==> config.mk <==
export PLATFORM = sky130hd
export DESIGN_NAME = nand_irq_status
export DESIGN_NICKNAME = d
export VERILOG_FILES = /design/src/rtl/nand_irq_pkg.sv /design/src/rtl/nand_rb_sync.sv /design/src/rtl/nand_evt_flags.sv /design/src/rtl/nand_srst_ctl.sv /design/src/rtl/nand_irq_status.sv
export SDC_FILE = /design/constraint.sdc
export NUM_CORES = 1
export LEC_CHECK = 0
export ABC_AREA = 1
export ABC_CLOCK_PERIOD_IN_PS = 1500
export BUFFER_PORTS_ARGS = -buffer_cell sky130_fd_sc_hd__buf_2
export CORE_MARGIN = 2
export CORE_UTILIZATION = 45
export CTS_BUF_LIST = sky130_fd_sc_hd__clkbuf_4
export DETAILED_ROUTE_END_ITERATION = 8
export GPL_ROUTABILITY_DRIVEN = 0
export PLACE_DENSITY_LB_ADDON = 0.15
export REMOVE_ABC_BUFFERS = 1
export SLEW_MARGIN = 20
export SYNTH_ARGS = -nofsm -noshare
export SYNTH_HDL_FRONTEND = slang
export SYNTH_HIERARCHICAL = 1
export SYNTH_SLANG_ARGS = --single-unit
==> constraint.sdc <==
create_clock -name clk -period 1.5 [get_ports clk]
set_clock_uncertainty 0.1 [all_clocks]
set_input_delay 0.225 -clock clk [delete_from_list [all_inputs] [get_ports clk]]
set_output_delay 0.225 -clock clk [all_outputs]
set_load 0.005 [all_outputs]
==> src/rtl/nand_irq_pkg.sv <==
`timescale 1ns/1ps
package nand_irq_pkg;
  // word addresses of the register port
  localparam int unsigned REG_CTRL = 0;
  localparam int unsigned REG_STAT = 1;
  localparam int unsigned REG_IEN  = 2;

  // event indices, shared by status and enable registers
  localparam int unsigned EVT_B2R = 0;
  localparam int unsigned EVT_CMD = 1;
  localparam int unsigned EVT_DMA = 2;
  localparam int unsigned NUM_EVT = 3;

  // bit positions that software decodes
  localparam int unsigned CTRL_SRST_BIT  = 1;
  localparam int unsigned CTRL_RBSEL_LSB = 3;
  localparam int unsigned STAT_BUSY_BIT  = 3;
  localparam int unsigned STAT_LVL_LSB   = 8;
endpackage

==> src/rtl/nand_rb_sync.sv <==
`timescale 1ns/1ps
module nand_rb_sync #(
  parameter int unsigned NUM_RB      = 4,
  parameter int unsigned SYNC_STAGES = 2,
  parameter int unsigned SEL_W       = (NUM_RB > 1) ? $clog2(NUM_RB) : 1
) (
  input  logic              clk,
  input  logic              rst,
  input  logic [NUM_RB-1:0] rb_i,
  input  logic [SEL_W-1:0]  sel_i,
  output logic [NUM_RB-1:0] level_o,
  output logic              rise_o
);
  localparam int unsigned LAST = SYNC_STAGES - 1;

  logic [NUM_RB-1:0] prev_q;
  logic [NUM_RB-1:0] rise_vec;

  // one synchronizer chain per pin; chains reset to "ready"
  for (genvar p = 0; p < NUM_RB; p++) begin : g_pin
    logic [SYNC_STAGES-1:0] chain_q;
    always_ff @(posedge clk) begin
      if (rst) chain_q <= '1;
      else     chain_q <= {chain_q[SYNC_STAGES-2:0], rb_i[p]};
    end
    assign level_o[p] = chain_q[LAST];
  end

  always_ff @(posedge clk) begin
    if (rst) prev_q <= '1;
    else     prev_q <= level_o;
  end

  // edges are found per pin and then selected, so moving the select
  // never fabricates an edge
  assign rise_vec = level_o & ~prev_q;
  assign rise_o   = rise_vec[sel_i];
endmodule

==> src/rtl/nand_evt_flags.sv <==
`timescale 1ns/1ps
module nand_evt_flags #(
  parameter int unsigned NUM_EVT = 3
) (
  input  logic               clk,
  input  logic               rst,
  input  logic               srst_i,
  input  logic [NUM_EVT-1:0] set_i,
  input  logic [NUM_EVT-1:0] clr_i,
  input  logic               en_we_i,
  input  logic [NUM_EVT-1:0] en_wdata_i,
  output logic [NUM_EVT-1:0] flags_o,
  output logic [NUM_EVT-1:0] en_o,
  output logic               irq_o
);
  logic [NUM_EVT-1:0] flags_q;
  logic [NUM_EVT-1:0] en_q;
  logic               irq_q;

  always_ff @(posedge clk) begin
    if (rst || srst_i) flags_q <= '0;
    else               flags_q <= (flags_q & ~clr_i) | set_i;  // set wins
  end

  always_ff @(posedge clk) begin
    if (rst || srst_i) en_q <= '0;
    else if (en_we_i)  en_q <= en_wdata_i;
  end

  always_ff @(posedge clk) begin
    if (rst) irq_q <= 1'b0;
    else     irq_q <= |(flags_q & en_q);
  end

  assign flags_o = flags_q;
  assign en_o    = en_q;
  assign irq_o   = irq_q;

  assert_set_sticky_R4: assert property (@(posedge clk) disable iff (rst)
    ((|set_i) && !srst_i) |=> ((flags_q & $past(set_i)) == $past(set_i)));

  assert_w1c_R6: assert property (@(posedge clk) disable iff (rst)
    ((|(clr_i & ~set_i)) && !srst_i) |=> ((flags_q & $past(clr_i & ~set_i)) == '0));

  assert_irq_masked_R7: assert property (@(posedge clk) disable iff (rst)
    (en_q == '0) |=> !irq_q);

  assert_srst_wipes_R9: assert property (@(posedge clk) disable iff (rst)
    srst_i |=> (flags_q == '0 && en_q == '0));
endmodule

==> src/rtl/nand_srst_ctl.sv <==
`timescale 1ns/1ps
module nand_srst_ctl #(
  parameter int unsigned HOLD = 4
) (
  input  logic clk,
  input  logic rst,
  input  logic start_i,
  output logic active_o
);
  localparam int unsigned CNT_W = $clog2(HOLD + 1);
  localparam logic [CNT_W-1:0] LAST_CNT = CNT_W'(HOLD - 1);

  logic             active_q;
  logic [CNT_W-1:0] cnt_q;

  always_ff @(posedge clk) begin
    if (rst) begin
      active_q <= 1'b0;
      cnt_q    <= '0;
    end else if (!active_q) begin
      cnt_q <= '0;
      if (start_i) active_q <= 1'b1;
    end else begin
      cnt_q <= cnt_q + 1'b1;
      if (cnt_q == LAST_CNT) active_q <= 1'b0;
    end
  end

  assign active_o = active_q;

  assert_srst_start_R8: assert property (@(posedge clk) disable iff (rst)
    (start_i && !active_q) |=> active_q);

  assert_srst_full_len_R8: assert property (@(posedge clk) disable iff (rst)
    $fell(active_q) |-> ($past(cnt_q) == LAST_CNT));
endmodule

==> src/rtl/nand_irq_status.sv <==
`timescale 1ns/1ps
module nand_irq_status #(
  parameter int unsigned NUM_RB      = 4,
  parameter int unsigned SYNC_STAGES = 2,
  parameter int unsigned SRST_HOLD   = 4,
  parameter int unsigned ADDR_W      = 4,
  parameter int unsigned DATA_W      = 32
) (
  input  logic              clk,
  input  logic              rst,
  input  logic [NUM_RB-1:0] rb_i,
  input  logic              cmd_done_i,
  input  logic              dma_done_i,
  input  logic              cmd_busy_i,
  input  logic [ADDR_W-1:0] reg_addr,
  input  logic              reg_we,
  input  logic [DATA_W-1:0] reg_wdata,
  output logic [DATA_W-1:0] reg_rdata,
  output logic              irq_o,
  output logic              soft_rst_o
);
  import nand_irq_pkg::*;

  localparam int unsigned SEL_W = (NUM_RB > 1) ? $clog2(NUM_RB) : 1;

  logic                wr_ctrl, wr_stat, wr_ien;
  logic [SEL_W-1:0]    rb_sel_q;
  logic [NUM_RB-1:0]   rb_level;
  logic                b2r_rise;
  logic                srst_active;
  logic                srst_start;
  logic [NUM_EVT-1:0]  evt_set, evt_clr, flags, ien;
  logic [DATA_W-1:0]   rd_word;
  logic [DATA_W-1:0]   rdata_q;
  logic                unused_wdata;

  assign wr_ctrl = reg_we && (reg_addr == ADDR_W'(REG_CTRL));
  assign wr_stat = reg_we && (reg_addr == ADDR_W'(REG_STAT));
  assign wr_ien  = reg_we && (reg_addr == ADDR_W'(REG_IEN));

  assign unused_wdata = ^reg_wdata;

  // pin select survives a soft reset
  always_ff @(posedge clk) begin
    if (rst)          rb_sel_q <= '0;
    else if (wr_ctrl) rb_sel_q <= reg_wdata[CTRL_RBSEL_LSB +: SEL_W];
  end

  assign srst_start = wr_ctrl && reg_wdata[CTRL_SRST_BIT];

  nand_rb_sync #(
    .NUM_RB(NUM_RB), .SYNC_STAGES(SYNC_STAGES), .SEL_W(SEL_W)
  ) u_rb_sync (
    .clk(clk), .rst(rst), .rb_i(rb_i), .sel_i(rb_sel_q),
    .level_o(rb_level), .rise_o(b2r_rise)
  );

  nand_srst_ctl #(.HOLD(SRST_HOLD)) u_srst (
    .clk(clk), .rst(rst), .start_i(srst_start), .active_o(srst_active)
  );

  always_comb begin
    evt_set          = '0;
    evt_set[EVT_B2R] = b2r_rise;
    evt_set[EVT_CMD] = cmd_done_i;
    evt_set[EVT_DMA] = dma_done_i;
  end

  assign evt_clr = wr_stat ? reg_wdata[NUM_EVT-1:0] : '0;

  nand_evt_flags #(.NUM_EVT(NUM_EVT)) u_flags (
    .clk(clk), .rst(rst), .srst_i(srst_active),
    .set_i(evt_set), .clr_i(evt_clr),
    .en_we_i(wr_ien), .en_wdata_i(reg_wdata[NUM_EVT-1:0]),
    .flags_o(flags), .en_o(ien), .irq_o(irq_o)
  );

  always_comb begin
    rd_word = '0;
    if (reg_addr == ADDR_W'(REG_CTRL)) begin
      rd_word[CTRL_SRST_BIT]                = srst_active;
      rd_word[CTRL_RBSEL_LSB +: SEL_W]      = rb_sel_q;
    end else if (reg_addr == ADDR_W'(REG_STAT)) begin
      rd_word[NUM_EVT-1:0]                  = flags;
      rd_word[STAT_BUSY_BIT]                = cmd_busy_i;
      rd_word[STAT_LVL_LSB +: NUM_RB]       = rb_level;
    end else if (reg_addr == ADDR_W'(REG_IEN)) begin
      rd_word[NUM_EVT-1:0]                  = ien;
    end
  end

  always_ff @(posedge clk) begin
    if (rst) rdata_q <= '0;
    else     rdata_q <= rd_word;
  end

  assign reg_rdata  = rdata_q;
  assign soft_rst_o = srst_active;

  assert_unmapped_zero_R10: assert property (@(posedge clk) disable iff (rst)
    (reg_addr > ADDR_W'(REG_IEN)) |=> (reg_rdata == '0));

  assert_srst_visible_R8: assert property (@(posedge clk) disable iff (rst)
    (soft_rst_o && (reg_addr == ADDR_W'(REG_CTRL))) |=> reg_rdata[CTRL_SRST_BIT]);
endmodule

==> results of run 1 <==
## timing repair
item                                   4_1_cts  5_1_grt
resized for setup                            0        0
endpoints found under the hold margin        6        0
hold buffers                                 6        0
## final cells by class
type | count | area share (%)
clock buffer | 5 | 2.16
clock inverter | 3 | 3.95
inverter | 35 | 7.54
multi-input combinational | 116 | 31.8
sequential | 34 | 39.1
tap | 46 | 3.30
timing repair buffer | 36 | 12.2
## path summary, 6_finish.rpt
check,from,to,slack [ns],depth (start not counted)
hold / removal,cmd_busy_i,reg_rdata[3]$_SDFF_PP0_,0.03,3
setup reg to reg,rb_sel_q[0]$_SDFFE_PP0P_,u_flags/flags_o[0]$_SDFF_PP0_,0.44,7
setup / recovery,u_srst/active_o$_SDFF_PP0_,soft_rst_o,0.24,1
hold reg to reg,u_rb_sync/g_pin[1].chain_q[0]$_SDFF_PP1_,u_rb_sync/g_pin[1].chain_q[1]$_SDFF_PP1_,0.32,1
## stage by stage
| stage | setup WS, ns | instance area, um^2 | std cells |
|---|---|---|---|
| after floorplan | 0.442 | 1370 | 185 |
| after global placement | 0.248 | 1580 | 261 |
| after detailed placement | 0.236 | 1580 | 261 |
| after CTS | 0.216 | 1740 | 275 |
| after global routing | 0.157 | 1740 | 275 |
| final | 0.236 | 1740 | 275 |
## placed cells by master (no fill, tap or decap), types with 3 or more instances in the layout
cell type / count
nand3_1: 13
nor2_2: 3
buf_2: 29
dlygate4sd3_1: 6
inv_1: 33
clkbuf_4: 5
conb_1: 23
nand2_1: 28
dfxtp_1: 34
a21oi_1: 8
nor2_1: 18
or2_1: 10
## registers in the layout, indices dropped and copies added, names as in the netlist
name	count
u_flags/en_o	3
u_rb_sync/g_pin.chain_q	8
rb_sel_q	2
reg_rdata	9
u_flags/flags_o	3
u_flags/irq_o	1
u_srst/cnt_q	3
u_rb_sync/prev_q	4
u_srst/active_o	1
## layer usage
| metal | GRT usage [%] | wire length (um) | part of all wire, % | vias to the layer above |
|---|---|---|---|---|
| met5 | 0 | 0 | 0 | - |
| met4 | 6.38 | 40 | 1.7 | 0 |
| met3 | 6.21 | 200 | 8.7 | 5 |
| met2 | 21.7 | 931 | 40 | 50 |
| met1 | 17.6 | 1130 | 49 | 447 |
| li1 | - | - | - | 596 |
## power by group through the flow
stage	Clock, uW	Combinational (uW)	Sequential [uW]
final	839	127	937
after global placement	0	113	958
after floorplan	0	64.9	956
after global routing	910	149	942
after CTS	862	126	938
after detailed placement	0	114	959
## cells by family after synthesis
group                    count (synthesis)
flip-flops                              34
adder cells (fa/ha/maj)                  2
buffers and inverters                   64
other                                    1
AND/OR/NAND/NOR                         81
AO/OA/AOI/OAI                           10
==> results.md, run 1 <==
- Status: completed
- Die Area: 3830 um^2
- Most common cell in the netlist: dfxtp_1
- IO buf count: 29
- IO Pins: 80
- Max-cap violations: 0
- Largest area contributor in the netlist: dfxtp_1
- Synthesis warning total: 6
- Layout cells sized above 1: 21.4%
- Wire length per cell: 8.37 um
- Mean Syn Cell Area: 7.85 um^2
- Total number of vias: 1,098
- Max FO, Critical Path: 6
- Sw frac: 21.1%
- CTS Buf Count: 5
- Peak supply drop: 0.641 mV
- Primary FF master, synth: dfxtp_1
- Die Span Y: 61.9 um
- Sw Pwr: 402 uW
- Multi-input logic area: 553 um^2
- Vias per cell: 3.99
- Largest family of logic cells by synthesized area: simple AND/OR/NAND/NOR gates
- Pleak: 0.000934 uW
- Crit-path max cell delay: 0.45 ns
- DRC viols: 0
- Final wirelength: 2.30 mm
- TritonCTS clock tree: yes
- Power Total: 1900 uW
- Final Hold Viols: 0
- DR pass1 iterations: 4
- Crit Path Class: flop to primary output
- CTS Sinks: 34
- Initial antenna violation count: 0
- Longest Clk Path Bufs: 2
- Worst Setup Start Kind: flop
- Worst-skew pair later-pin latency: 0.34 ns
- Final setup viols: 0
- Area growth syn-to-layout: 15.5%
- Worst setup EP type: primary output
- WP data required: 1.17 ns
- Hold WS: 0.0306 ns
- Largest net degree at the start of global routing: 19
- Pwr dens: 1090 nW/um^2
- Clock share of power: 44.1%
- FILL cells: 323
- Reg power frac: 49.3%
- Most instantiated cells after synthesis: dfxtp_1, inv_1, nand2_1
- FMAX: 0.791 GHz
- Largest cells by area after synthesis: dfxtp_1, buf_4, inv_1
- CTS clk-pin slew, worst paths: 0.10 ns
- GR Overflow Total: 0
- Post-DP HPWL: 1.69 mm
- Synth Area in Adders: 1.66%
- Synthesized cell area: 1510 um^2
- End-of-flow core utilization: 53.0%
- Buf/Inv on CP: 1
- Comb pwr share: 6.7%
- Initial Util: 45.9%
- Slowest cell on crit path: dfxtp_1
- Post-synthesis mux area share: 0%
- HP Class: input port to flop
- RSZ-0062 raised after global routing: false
- H-Tree Depth: 2
- Register area: 681 um^2
- Delay-heaviest family, CP: flip-flops
- Setup_tns: 0 ns
- Yosys reg bits: 34
- Vias in the first global route: 908
- Cell Int Power: 1500 uW
- Crit path cell chain: buf_2
- Core area: 3280 um^2
- Nets: 276
- Top cell type's share of synthesized area: 45.1%
- Fin. max-slew vios: 0
- Async S/R FF share, synth: 0%
- Root buf cell: clkbuf_4
- DRT antenna net count: 0
- Xor/xnor share of the synthesized area: 0%
- Rows: 21
- Fin crit share: 84.2%
- Total global-route track usage: 14.3%
- Post-CTS setup buffers: 0
- Post-synth EDFFs: 0
- Sequential share of the synthesized area: 45.1%
- Final min period: 1.26 ns
- Simple-Gate Fraction of Synth Area: 25.7%
- CP arrival: 0.94 ns
- Compound-Gate Fraction of Synth Area: 3.57%
- Iter 0 DRT Violations: 23
- First-pass GRT wire length: 3.84 mm
- Mapped Cells: 192
- Die Width: 61.9 um
- ANT cells: 0
- Distinct cells, synth: 21
Note: power is estimated with default switching activity, not from simulation.
==> run 2: changes to the inputs <==
--- a/config.mk
+++ b/config.mk
@@ -6,10 +6,10 @@
 export NUM_CORES = 1
 export LEC_CHECK = 0
 export ABC_AREA = 1
-export ABC_CLOCK_PERIOD_IN_PS = 1500
+export ABC_CLOCK_PERIOD_IN_PS = 1100
 export BUFFER_PORTS_ARGS = -buffer_cell sky130_fd_sc_hd__buf_2
 export CORE_MARGIN = 2
-export CORE_UTILIZATION = 45
+export CORE_UTILIZATION = 42
 export CTS_BUF_LIST = sky130_fd_sc_hd__clkbuf_4
 export DETAILED_ROUTE_END_ITERATION = 8
 export GPL_ROUTABILITY_DRIVEN = 0
==> constraint.sdc (replaced) <==
create_clock -name clk -period 1.1 [get_ports clk]
set_clock_uncertainty 0.1 [all_clocks]
set_input_delay 0.165 -clock clk [delete_from_list [all_inputs] [get_ports clk]]
set_output_delay 0.165 -clock clk [all_outputs]
set_load 0.005 [all_outputs]
==> run 2 against run 1 <==
Net effect: clock-buffer cell count unchanged; clock power up 4.2%; routed wire length rose by 4.9%; register-to-register slack worse by 0.37 ns; die area up 6.7%; sequential share of layout area decreased by 1.8 points; first-iteration DRC count increased by 17%; total power increased by 24%; largest power group unchanged.
==> results.md, run 2 (synthesis gave the netlist of run 1 again) <==
- Status: completed
- Final setup viols: 0
- Worst Hold Path Cells: 2
- Vias in the first global route: 1,040
- Final min period: 1.06 ns
- Crit-path max cell delay: 0.35 ns
- Max-cap violations: 0
- IO Pins: 80
- Area growth syn-to-layout: 22.3%
- Delay-heaviest family, CP: flip-flops
- CTS Buf Count: 5
- Crit path cell chain: buf_2
- First-pass GRT wire length: 4.22 mm
- Peak supply drop: 0.753 mV
- Pre-CTS WS: -0.0320 ns
- WP data required: 0.83 ns
- Setup slack, reg-to-reg: 0.07 ns
- Design Area, Final: 1840 um^2
- Longest Clk Path Bufs: 2
- GR Overflow Total: 0
- Reg-to-reg critical path startpoint: u_srst/cnt_q[0]$_SDFF_PP0_
- Pleak: 0.000981 uW
- Placed cell area: 1640 um^2
- Wire length per cell: 8.41 um
- R2R Path End: u_srst/cnt_q[2]$_SDFF_PP0_
- GRT Max-Usage Layer: met2
- HP Class: input port to flop
- Rows: 21
- Buf/Inv on CP: 1
- CTS clk-pin slew, worst paths: 0.10 ns
- Worst reg2reg path depth: 3
- Total number of vias: 1,136
- Vias per cell: 3.96
- DRC viols: 0
- Iter 0 DRT Violations: 27
- Die Area: 4090 um^2
- Critical hold path startpoint: rst
- TritonCTS clock tree: yes
- Slowest cell on crit path: dfxtp_4
- Met1 Usage GRT: 15.7%
- ANT cells: 0
- H-Tree Depth: 2
- Worst Setup Start Kind: flop
- Final setup margin: 0.0370 ns
- Initial antenna violation count: 0
- Highest-count cells in the layout ignoring fill and taps: inv_1, dfxtp_1, buf_2
- CTS Sinks: 34
- Core area: 3390 um^2
- Pwr dens: 1280 nW/um^2
- Crit Path Class: flop to primary output
- Final wirelength: 2.42 mm
- Max FO, Critical Path: 2
- Initial Util: 44.5%
- Largest net degree at the start of global routing: 13
- Final Hold Viols: 0
- CP arrival: 0.80 ns
- Commonest non-fill, non-tap cell in the layout: inv_1
- DR pass1 iterations: 4
- Nets: 288
- Fin cells: 287
- Worst-skew pair later-pin latency: 0.33 ns
- Worst setup EP type: primary output
- Hold EP: reg_rdata[4]$_SDFF_PP0_
- Placed insts: 268
- Post-DP HPWL: 1.80 mm
- Global routing usage on met2: 22.4%
- Die Width: 63.9 um
- Root buf cell: clkbuf_4
- Max FFs per register: 9
- FMAX: 0.941 GHz
- Global Route met3 Usage: 3.87%
- Total global-route track usage: 13.3%
- RSZ-0062 raised after global routing: false
- DRT antenna net count: 0
- Die Span Y: 63.9 um
- Fin. max-slew vios: 0
- Layout cells sized above 1: 26.6%
- IO buf count: 29
- Fin crit share: 96.6%
- Setup_tns: 0 ns
==> run 2: cell types whose count changed in the layout (fill, tap and decap cells not counted), moves of 2 or more <==
cell,previous run,this run
dlygate4sd3_1,6,10
clkinv_2,0,2
dfxtp_1,34,31
a21oi_2,0,2
buf_4,1,8
a21oi_1,8,6
dfxtp_2,0,2
==> run 2: cell type report <==
| type | count | area [um^2] |
|---|---|---|
| fill | 338 | 1550 |
| sequential | 34 | 687 |
| multi-input combinational | 116 | 566 |
| timing repair buffer | 48 | 325 |
| inverter | 35 | 131 |
| tap | 46 | 57.6 |
| clock inverter | 3 | 40.0 |
| clock buffer | 5 | 37.5 |
==> run 2: worst max path at each step <==
stage	startpoint	end	slack [ns]	depth (start not counted)
2_1_floorplan	reg_addr[3]	u_flags/flags_o[0]$_SDFF_PP0_	0.10	6
3_3_place_gp	reg_addr[3]	u_srst/active_o$_SDFF_PP0_	-0.02	7
5_1_grt	u_srst/active_o$_SDFF_PP0_	soft_rst_o	0.003	1
6_report	u_srst/active_o$_SDFF_PP0_	soft_rst_o	0.04	1
3_5_place_dp	reg_addr[3]	u_srst/active_o$_SDFF_PP0_	-0.03	7
4_1_cts	u_srst/active_o$_SDFF_PP0_	soft_rst_o	0.01	1
==> run 2: timing repair <==
action	4_1_cts	5_1_grt
gates resized for setup	2	7
setup buffers	1	0
hold buffers	10	0
pin swaps	0	2
endpoints found under the hold margin	10	0
endpoints found under the setup margin	1	4
==> run 2: layer usage <==
metal	up-vias	wire length [um]
li1	622	-
met1	459	1160
met2	50	1030
met3	5	190
met4	0	34
met5	-	0
==> run 2: where the power goes <==
group / switching [uW] / total (uW) / internal (uW)
logic: 107 / 211 / 104
registers: 16.9 / 1280 / 1260
clock network: 403 / 874 / 470
==> run 2: through the flow <==
stage	power, uW	hold slack, ns	util [%]
detailed placement	1490	0.244	48.4
global placement	1480	0.242	48.4
floorplan	1390	0.142	-
CTS	2390	0.0399	54.0
global route	2490	0.0629	54.4
finish	2360	0.0368	54.4
